**src/rtl/spi_burst_pkg.sv**
```systemverilog
package spi_burst_pkg;
  typedef enum logic [1:0] {ENG_IDLE, ENG_LOAD, ENG_SHIFT} eng_state_t;

  localparam logic [2:0] A_RXD   = 3'd0;
  localparam logic [2:0] A_TXD   = 3'd1;
  localparam logic [2:0] A_CTRL  = 3'd2;
  localparam logic [2:0] A_IEN   = 3'd3;
  localparam logic [2:0] A_ISTAT = 3'd4;
  localparam logic [2:0] A_BURST = 3'd5;
  localparam logic [2:0] A_XMIT  = 3'd6;
  localparam logic [2:0] A_LEVEL = 3'd7;

  localparam int B_EN    = 0;
  localparam int B_MST   = 1;
  localparam int B_CPHA  = 2;
  localparam int B_CPOL  = 3;
  localparam int B_LSB   = 6;
  localparam int B_TXRST = 8;
  localparam int B_RXRST = 9;
  localparam int B_GO    = 10;
  localparam int B_DISC  = 15;
  localparam int B_TC    = 16;
  localparam int LVL_RX_POS = 0;
  localparam int LVL_TX_POS = 16;

  localparam logic [31:0] CTRL_MASK = (32'd1 << B_EN) | (32'd1 << B_MST) |
    (32'd1 << B_CPHA) | (32'd1 << B_CPOL) | (32'd1 << B_LSB) | (32'd1 << B_TXRST) |
    (32'd1 << B_RXRST) | (32'd1 << B_GO) | (32'd1 << B_DISC);
endpackage

```
**src/rtl/spi_byte_fifo.sv**
```systemverilog
module spi_byte_fifo #(
  parameter int DEPTH = 64,
  parameter int W     = 8,
  localparam int AW   = $clog2(DEPTH),
  localparam int LW   = AW + 1
) (
  input  logic          clk,
  input  logic          rst_n,
  input  logic          clr,
  input  logic          in_valid,
  input  logic [W-1:0]  in_data,
  output logic          out_valid,
  input  logic          out_ready,
  output logic [W-1:0]  out_data,
  output logic [LW-1:0] level
);
  logic [W-1:0]  mem [DEPTH];
  logic [AW-1:0] wp, rp;
  logic          push, pop;

  assign out_valid = (level != '0);
  assign push      = in_valid && (level != LW'(DEPTH)) && !clr;
  assign pop       = out_valid && out_ready && !clr;
  assign out_data  = mem[rp];

  always_ff @(posedge clk) begin
    if (push) mem[wp] <= in_data;
  end

  always_ff @(posedge clk or negedge rst_n) begin
    if (!rst_n) begin
      wp <= '0; rp <= '0; level <= '0;
    end else if (clr) begin
      wp <= '0; rp <= '0; level <= '0;
    end else begin
      if (push) wp <= wp + 1'b1;
      if (pop)  rp <= rp + 1'b1;
      level <= level + LW'(push) - LW'(pop);
    end
  end
endmodule

```
**src/rtl/spi_shift_engine.sv**
```systemverilog
module spi_shift_engine
  import spi_burst_pkg::*;
#(
  parameter int CNT_W = 24
) (
  input  logic             clk,
  input  logic             rst_n,
  input  logic             run,
  input  logic             tick,
  input  logic             cpol,
  input  logic             cpha,
  input  logic             lsb,
  input  logic             discard,
  input  logic [CNT_W-1:0] burst_len,
  input  logic [CNT_W-1:0] xmit_len,
  input  logic             tx_valid,
  output logic             tx_ready,
  input  logic [7:0]       tx_data,
  output logic             rx_valid,
  output logic [7:0]       rx_data,
  output logic             done,
  output logic             busy,
  output logic             sclk,
  output logic             mosi,
  input  logic             miso
);
  eng_state_t       state;
  logic [3:0]       bit_cnt;
  logic             phase, mosi_q;
  logic [7:0]       tx_sr, rx_sr, rx_next, load_byte;
  logic [CNT_W-1:0] rem_burst, rem_tx;
  logic             need_tx, lead, sample_now, drive_now;

  function automatic logic first_bit(input logic [7:0] s, input logic l);
    return l ? s[0] : s[7];
  endfunction

  function automatic logic [7:0] shift_out(input logic [7:0] s, input logic l);
    return l ? {1'b0, s[7:1]} : {s[6:0], 1'b0};
  endfunction

  assign need_tx    = (rem_tx != '0);
  assign load_byte  = need_tx ? tx_data : 8'h00;
  assign tx_ready   = (state == ENG_LOAD) && (rem_burst != '0) && need_tx;
  assign done       = (state == ENG_LOAD) && (rem_burst == '0);
  assign busy       = (state != ENG_IDLE);
  assign lead       = !bit_cnt[0];
  assign sample_now = cpha ? !lead : lead;
  assign drive_now  = cpha ? lead : (!lead && bit_cnt != 4'd15);
  assign rx_next    = sample_now ? (lsb ? {miso, rx_sr[7:1]} : {rx_sr[6:0], miso}) : rx_sr;
  assign sclk       = cpol ^ phase;
  assign mosi       = mosi_q;

  always_ff @(posedge clk or negedge rst_n) begin
    if (!rst_n) begin
      state <= ENG_IDLE; bit_cnt <= '0; phase <= 1'b0; mosi_q <= 1'b0;
      tx_sr <= '0; rx_sr <= '0; rx_valid <= 1'b0; rx_data <= '0;
      rem_burst <= '0; rem_tx <= '0;
    end else begin
      rx_valid <= 1'b0;
      unique case (state)
        ENG_IDLE: begin
          phase <= 1'b0;
          if (run) begin
            rem_burst <= burst_len;
            rem_tx    <= xmit_len;
            state     <= ENG_LOAD;
          end
        end
        ENG_LOAD: begin
          if (rem_burst == '0) begin
            state <= ENG_IDLE;
          end else if (!need_tx || tx_valid) begin
            if (need_tx) rem_tx <= rem_tx - 1'b1;
            bit_cnt <= '0;
            phase   <= 1'b0;
            state   <= ENG_SHIFT;
            if (!cpha) begin
              mosi_q <= first_bit(load_byte, lsb);
              tx_sr  <= shift_out(load_byte, lsb);
            end else begin
              tx_sr  <= load_byte;
            end
          end
        end
        ENG_SHIFT: begin
          if (tick) begin
            phase   <= ~phase;
            bit_cnt <= bit_cnt + 1'b1;
            rx_sr   <= rx_next;
            if (drive_now) begin
              mosi_q <= first_bit(tx_sr, lsb);
              tx_sr  <= shift_out(tx_sr, lsb);
            end
            if (bit_cnt == 4'd15) begin
              rem_burst <= rem_burst - 1'b1;
              rx_valid  <= !discard;
              rx_data   <= rx_next;
              state     <= ENG_LOAD;
            end
          end
        end
        default: state <= ENG_IDLE;
      endcase
    end
  end
endmodule

```
**src/rtl/spi_burst_master.sv**
```systemverilog
module spi_burst_master
  import spi_burst_pkg::*;
#(
  parameter int FIFO_DEPTH = 64,
  parameter int CNT_W      = 24,
  localparam int LW        = $clog2(FIFO_DEPTH) + 1
) (
  input  logic        clk,
  input  logic        rst_n,
  input  logic        reg_wr,
  input  logic        reg_rd,
  input  logic [2:0]  reg_addr,
  input  logic [31:0] reg_wdata,
  output logic [31:0] reg_rdata,
  input  logic        sclk_tick,
  output logic        sclk,
  output logic        mosi,
  input  logic        miso,
  output logic        irq
);
  logic [31:0]      ctrl_q;
  logic             ie_tc, is_tc;
  logic [CNT_W-1:0] burst_q, xmit_q;
  logic [LW-1:0]    tx_level, rx_level;
  logic             tx_valid, tx_ready, rx_valid, rx_head_valid;
  logic [7:0]       tx_head, rx_byte, rx_head;
  logic             eng_done, eng_busy, run;
  logic             wr_txd, rd_rxd;

  assign wr_txd = reg_wr && (reg_addr == A_TXD);
  assign rd_rxd = reg_rd && (reg_addr == A_RXD);
  assign run    = ctrl_q[B_GO] && ctrl_q[B_EN] && ctrl_q[B_MST];
  assign irq    = ie_tc && is_tc;

  spi_byte_fifo #(.DEPTH(FIFO_DEPTH), .W(8)) u_txq (
    .clk(clk), .rst_n(rst_n), .clr(ctrl_q[B_TXRST]),
    .in_valid(wr_txd), .in_data(reg_wdata[7:0]),
    .out_valid(tx_valid), .out_ready(tx_ready), .out_data(tx_head),
    .level(tx_level));

  spi_byte_fifo #(.DEPTH(FIFO_DEPTH), .W(8)) u_rxq (
    .clk(clk), .rst_n(rst_n), .clr(ctrl_q[B_RXRST]),
    .in_valid(rx_valid), .in_data(rx_byte),
    .out_valid(rx_head_valid), .out_ready(rd_rxd), .out_data(rx_head),
    .level(rx_level));

  spi_shift_engine #(.CNT_W(CNT_W)) u_eng (
    .clk(clk), .rst_n(rst_n), .run(run), .tick(sclk_tick),
    .cpol(ctrl_q[B_CPOL]), .cpha(ctrl_q[B_CPHA]), .lsb(ctrl_q[B_LSB]),
    .discard(ctrl_q[B_DISC]), .burst_len(burst_q), .xmit_len(xmit_q),
    .tx_valid(tx_valid), .tx_ready(tx_ready), .tx_data(tx_head),
    .rx_valid(rx_valid), .rx_data(rx_byte),
    .done(eng_done), .busy(eng_busy), .sclk(sclk), .mosi(mosi), .miso(miso));

  always_ff @(posedge clk or negedge rst_n) begin
    if (!rst_n) begin
      ctrl_q <= '0; ie_tc <= 1'b0; is_tc <= 1'b0;
      burst_q <= '0; xmit_q <= '0;
    end else begin
      ctrl_q[B_TXRST] <= 1'b0;
      ctrl_q[B_RXRST] <= 1'b0;
      if (reg_wr) begin
        unique case (reg_addr)
          A_CTRL:  ctrl_q  <= reg_wdata & CTRL_MASK;
          A_IEN:   ie_tc   <= reg_wdata[B_TC];
          A_ISTAT: if (reg_wdata[B_TC]) is_tc <= 1'b0;
          A_BURST: burst_q <= reg_wdata[CNT_W-1:0];
          A_XMIT:  xmit_q  <= reg_wdata[CNT_W-1:0];
          default: ;
        endcase
      end
      if (eng_done) begin
        ctrl_q[B_GO] <= 1'b0;
        is_tc        <= 1'b1;
      end
    end
  end

  always_comb begin
    reg_rdata = '0;
    unique case (reg_addr)
      A_RXD:   reg_rdata = rx_head_valid ? {24'd0, rx_head} : 32'd0;
      A_CTRL:  reg_rdata = ctrl_q;
      A_IEN:   reg_rdata[B_TC] = ie_tc;
      A_ISTAT: reg_rdata[B_TC] = is_tc;
      A_BURST: reg_rdata = 32'(burst_q);
      A_XMIT:  reg_rdata = 32'(xmit_q);
      A_LEVEL: reg_rdata = (32'(tx_level) << LVL_TX_POS) | (32'(rx_level) << LVL_RX_POS);
      default: reg_rdata = '0;
    endcase
  end
endmodule

```
**config.mk**
```make
export PLATFORM = sky130hd
export DESIGN_NAME = spi_burst_master
export DESIGN_NICKNAME = d
export VERILOG_FILES = /design/src/rtl/spi_burst_pkg.sv /design/src/rtl/spi_byte_fifo.sv /design/src/rtl/spi_shift_engine.sv /design/src/rtl/spi_burst_master.sv
export SDC_FILE = /design/constraint.sdc
export NUM_CORES = 1
export LEC_CHECK = 0
export BUFFER_PORTS_ARGS = -buffer_cell sky130_fd_sc_hd__clkbuf_2
export CORE_ASPECT_RATIO = 0.5
export CORE_UTILIZATION = 60
export DETAILED_ROUTE_END_ITERATION = 8
export PLACE_DENSITY = 0.87
export RECOVER_POWER = 100
export SKIP_LAST_GASP = 1
export SYNTH_ARGS = -nofsm -noshare
export SYNTH_HDL_FRONTEND = slang
export SYNTH_SLANG_ARGS = --single-unit
```
**constraint.sdc**
```tcl
create_clock -name clk -period 5.3 [get_ports clk]
set_clock_uncertainty 0.15 [all_clocks]
set_input_delay 0 -clock clk [delete_from_list [all_inputs] [get_ports clk]]
set_output_delay 0 -clock clk [all_outputs]
set_load 0.02 [all_outputs]
```
==> results.cfg <==
[yosys]
ys_async_sr_fraction_pct = 14.8
synth-edff-count = 1024
synth_seq_area_share_pct = 70.7
synth_seq_cells = 1202
syn-instance-count = 3029
synth_cell_types = 77
synth_area_leaders = edfxtp_1, dfrtp_1, mux4_2, mux2i_1, nor2_1
yosysWarnings = 0
syn-cell-area_um2 = 49800
syn_area_per_cell_um2 = 16.4
yosysTopAreaCell = edfxtp_1
synth_top_area_share_pct = 61.7
ys.flop_type = edfxtp_1

[floorplan]
start_util_pct = 60.8
core_um2 = 81900
ios = 76
num_rows = 74
dieArea_um2 = 84300
die_w_um = 410
die_h_um = 206

[worst_setup_path]
crit_path_start = u_rxq.rp[0]
end_kind = output port
r2r-start = u_eng.rem_tx[16]
reg2reg_depth = 7
start_kind = register
cp_max_fo = 47
reg2reg_slack_ns = 0.76
arrival_ns = 4.68
reg2reg_to = u_eng.tx_sr[2]
path_class = register to output port
required_ns = 5.15

[hold_path]
min_path_cells = 4
worstHoldPathType = input pin to register
hold_start = reg_wdata[10]
hold_path_end = ctrl_q[10]

[detailed_routing]
routed-via-count = 30000
drt-met1-wl_um = 43400
drt_iter0_drc = 4181
top_layer = met5
drt_drc_violations_left = 4
dr_wl_met3_um = 13300
wl_met2_um = 59500
routed_via_density = 6.97
wirelength_um = 123000
firstDrtPassIters = 9
antenna_left = 0
wl_per_cell_um = 28.5

[power_and_ir_drop]
power_switching_uw = 7550
pwr-share-seq_pct = 48.0
power_density_nw_per_um2 = 459
combPwrFrac_pct = 22.0
switching_share_pct = 29.9
leakage_uw = 0.0186
ir_drop_v = 0.000336
p_clk_share_pct = 30.0
p_int_uw = 17700

[clock_network]
h-tree-depth = 3
holdBufCountCts = 52
ctsResizeCount = 0
clk_pin_slew_ns = 0.07
cts_buffers = 99
clk_path_buf_depth = 3
cts_sinks = 1202
cts_setup_buffers = 0
clock_latency_ns = 0.69
cts-root-buf = clkbuf_16
cts_tree = yes

[sta]
hold_ws_ns = 0.101
setup_viol = 0
fin_tns_setup_ns = 0
timing.final.crit_share_pct = 91.2
timing.fmax_ghz = 0.207
rsz0062_at_grt = no
slew_violations = 1316
finalHoldViolCount = 0
min_period_ns = 4.83
worst_pin_slew_ns = 3.60
maxSlewHeadroom_pct = -140

[run]
drv_cap = 21

[global_route]
gr-total-overflow = 0
grt_max_degree = 117
antenna_found_initial = 6
grt_pass1_wl_um = 184000
grtUsageTotal_pct = 29.3
grt_pass1_vias = 29800

[outcome]
violations = DRC, capacitance limit, slew limit
status = finished, violations left

[cells_and_area]
fill_cells = 5000
postLayoutCoreUtil_pct = 66.9
drive_gt1_share_pct = 15.9
nNetsFinal = 3183
synthToLayoutAreaGrowth_pct = 10.1

[place]
gp_congestion = 0.925
io_buffers = 59
hpwl_um = 70200
## layout by cell type (no fill, tap or decap), types with 28 or more instances in the layout
cell type and n:
inv_1 37, dfrtp_1 173, a21oi_1 128, nand2_1 131
mux4_2 191, mux2_2 74, dlygate4sd3_1 51, o22ai_1 49
clkbuf_1 66, nand3_1 28, mux2i_1 169, o221ai_1 67
o21ai_0 105, buf_4 32, a22oi_1 59, edfxtp_1 1024
nor2b_1 36, nor2_1 254, clkbuf_16 101, clkbuf_2 37
## worst max path at each step
| stage | to | cells after the start |
|---|---|---|
| 5_1_grt | reg_rdata[4] | 9 |
| 4_1_cts | reg_rdata[1] | 8 |
| 3_3_place_gp | u_txq.level[6] | 18 |
| 6_report | reg_rdata[5] | 9 |
| 2_1_floorplan | u_txq.level[6] | 17 |
| 3_5_place_dp | u_txq.level[6] | 18 |
## synth_stat cells, types with 49 or more instances
master and instances:
edfxtp_1 1024, nor2_1 254, mux4_2 191, dfrtp_1 178, mux2i_1 169, nand2_1 132
a21oi_1 127, clkbuf_1 108, o21ai_0 103, mux2_2 74, o221ai_1 67, a22oi_1 59
o22ai_1 49
## worst max-delay path, stage by stage, from the launching register on
cell and delay (ns):
dfrtp_4 1.07, clkbuf_2 0.64, clkbuf_1 0.32, mux2i_1 0.33, o221ai_1 0.21, o22ai_1 0.24, a21oi_1 0.07, mux4_2 0.54
a22o_1 0.32, clkbuf_1 0.20
## layout make-up
cell class | instances | area [um^2] | share of cell area [%]
Antenna cell | 3 | 7.51 | 0.0137
Clock buffer | 129 | 2660 | 4.85
Clock inverter | 54 | 594 | 1.08
Inverter | 39 | 146 | 0.267
Multi-Input combinational cell | 1603 | 13600 | 24.8
Sequential cell | 1202 | 35200 | 64.2
Tap cell | 1102 | 1380 | 2.51
Timing Repair Buffer | 169 | 1250 | 2.28
## sequential cells by signal, summed over array words and instances, names as in the netlist
signal           count
u_rxq.mem          512
u_txq.mem          512
burst_q             24
u_eng.rem_burst     24
u_eng.rem_tx        24
xmit_q              24
ctrl_q               9
u_eng.rx_data        8
u_eng.rx_sr          8
u_eng.tx_sr          8
u_rxq.level          7
u_txq.level          7
u_rxq.rp             6
u_rxq.wp             6
u_txq.rp             6
u_txq.wp             6
u_eng.bit_cnt        4
u_eng.state          2
ie_tc                1
is_tc                1
u_eng.mosi           1
u_eng.phase          1
u_eng.rx_valid       1
## stage by stage
step / instances / power, uW / instance area [um^2] / worst slack, ns
6_report: 4301 / 25200 / 54900 / 0.465
5_1_grt: 4298 / 26000 / 54800 / 0.374
4_1_cts: 4298 / 25100 / 55000 / 0.865
3_5_place_dp: 4063 / 17600 / 51200 / 1.09
3_3_place_gp: 4063 / 17300 / 51200 / 1.12
2_1_floorplan: 3036 / 15900 / 49800 / 1.42
## per-layer routing
layer | vias up | track usage [%]
li1 | 12100 | -
met1 | 15000 | 38.3
met2 | 2316 | 47.8
met3 | 474 | 5.81
met4 | 2 | 14.1
met5 | - | 0
## logic make-up (layout without fill, tap and decap cells)
| group | Yosys count | in the layout | share of synthesized area [%] |
|---|---|---|---|
| flip-flops | 1202 | 1202 | 70.7 |
| other | 1 | 11 | 0.00753 |
| AO/OA/AOI/OAI | 506 | 506 | 6.62 |
| buffers and inverters | 231 | 391 | 2.05 |
| adder cells (fa/ha/maj) | 28 | 28 | 0.733 |
| multiplexers | 434 | 434 | 13.7 |
| AND/OR/NAND/NOR | 596 | 596 | 5.67 |
| XOR/XNOR | 31 | 31 | 0.545 |
## power by group through the flow
stage,sequential [uW],combinational [uW],clock (uW)
6_report,12100,5550,7550
5_1_grt,12200,5890,7890
4_1_cts,12000,5490,7550
3_5_place_dp,12200,5340,0
3_3_place_gp,12100,5130,0
2_1_floorplan,11700,4180,0
Note: power is estimated with default switching activity, not from simulation.
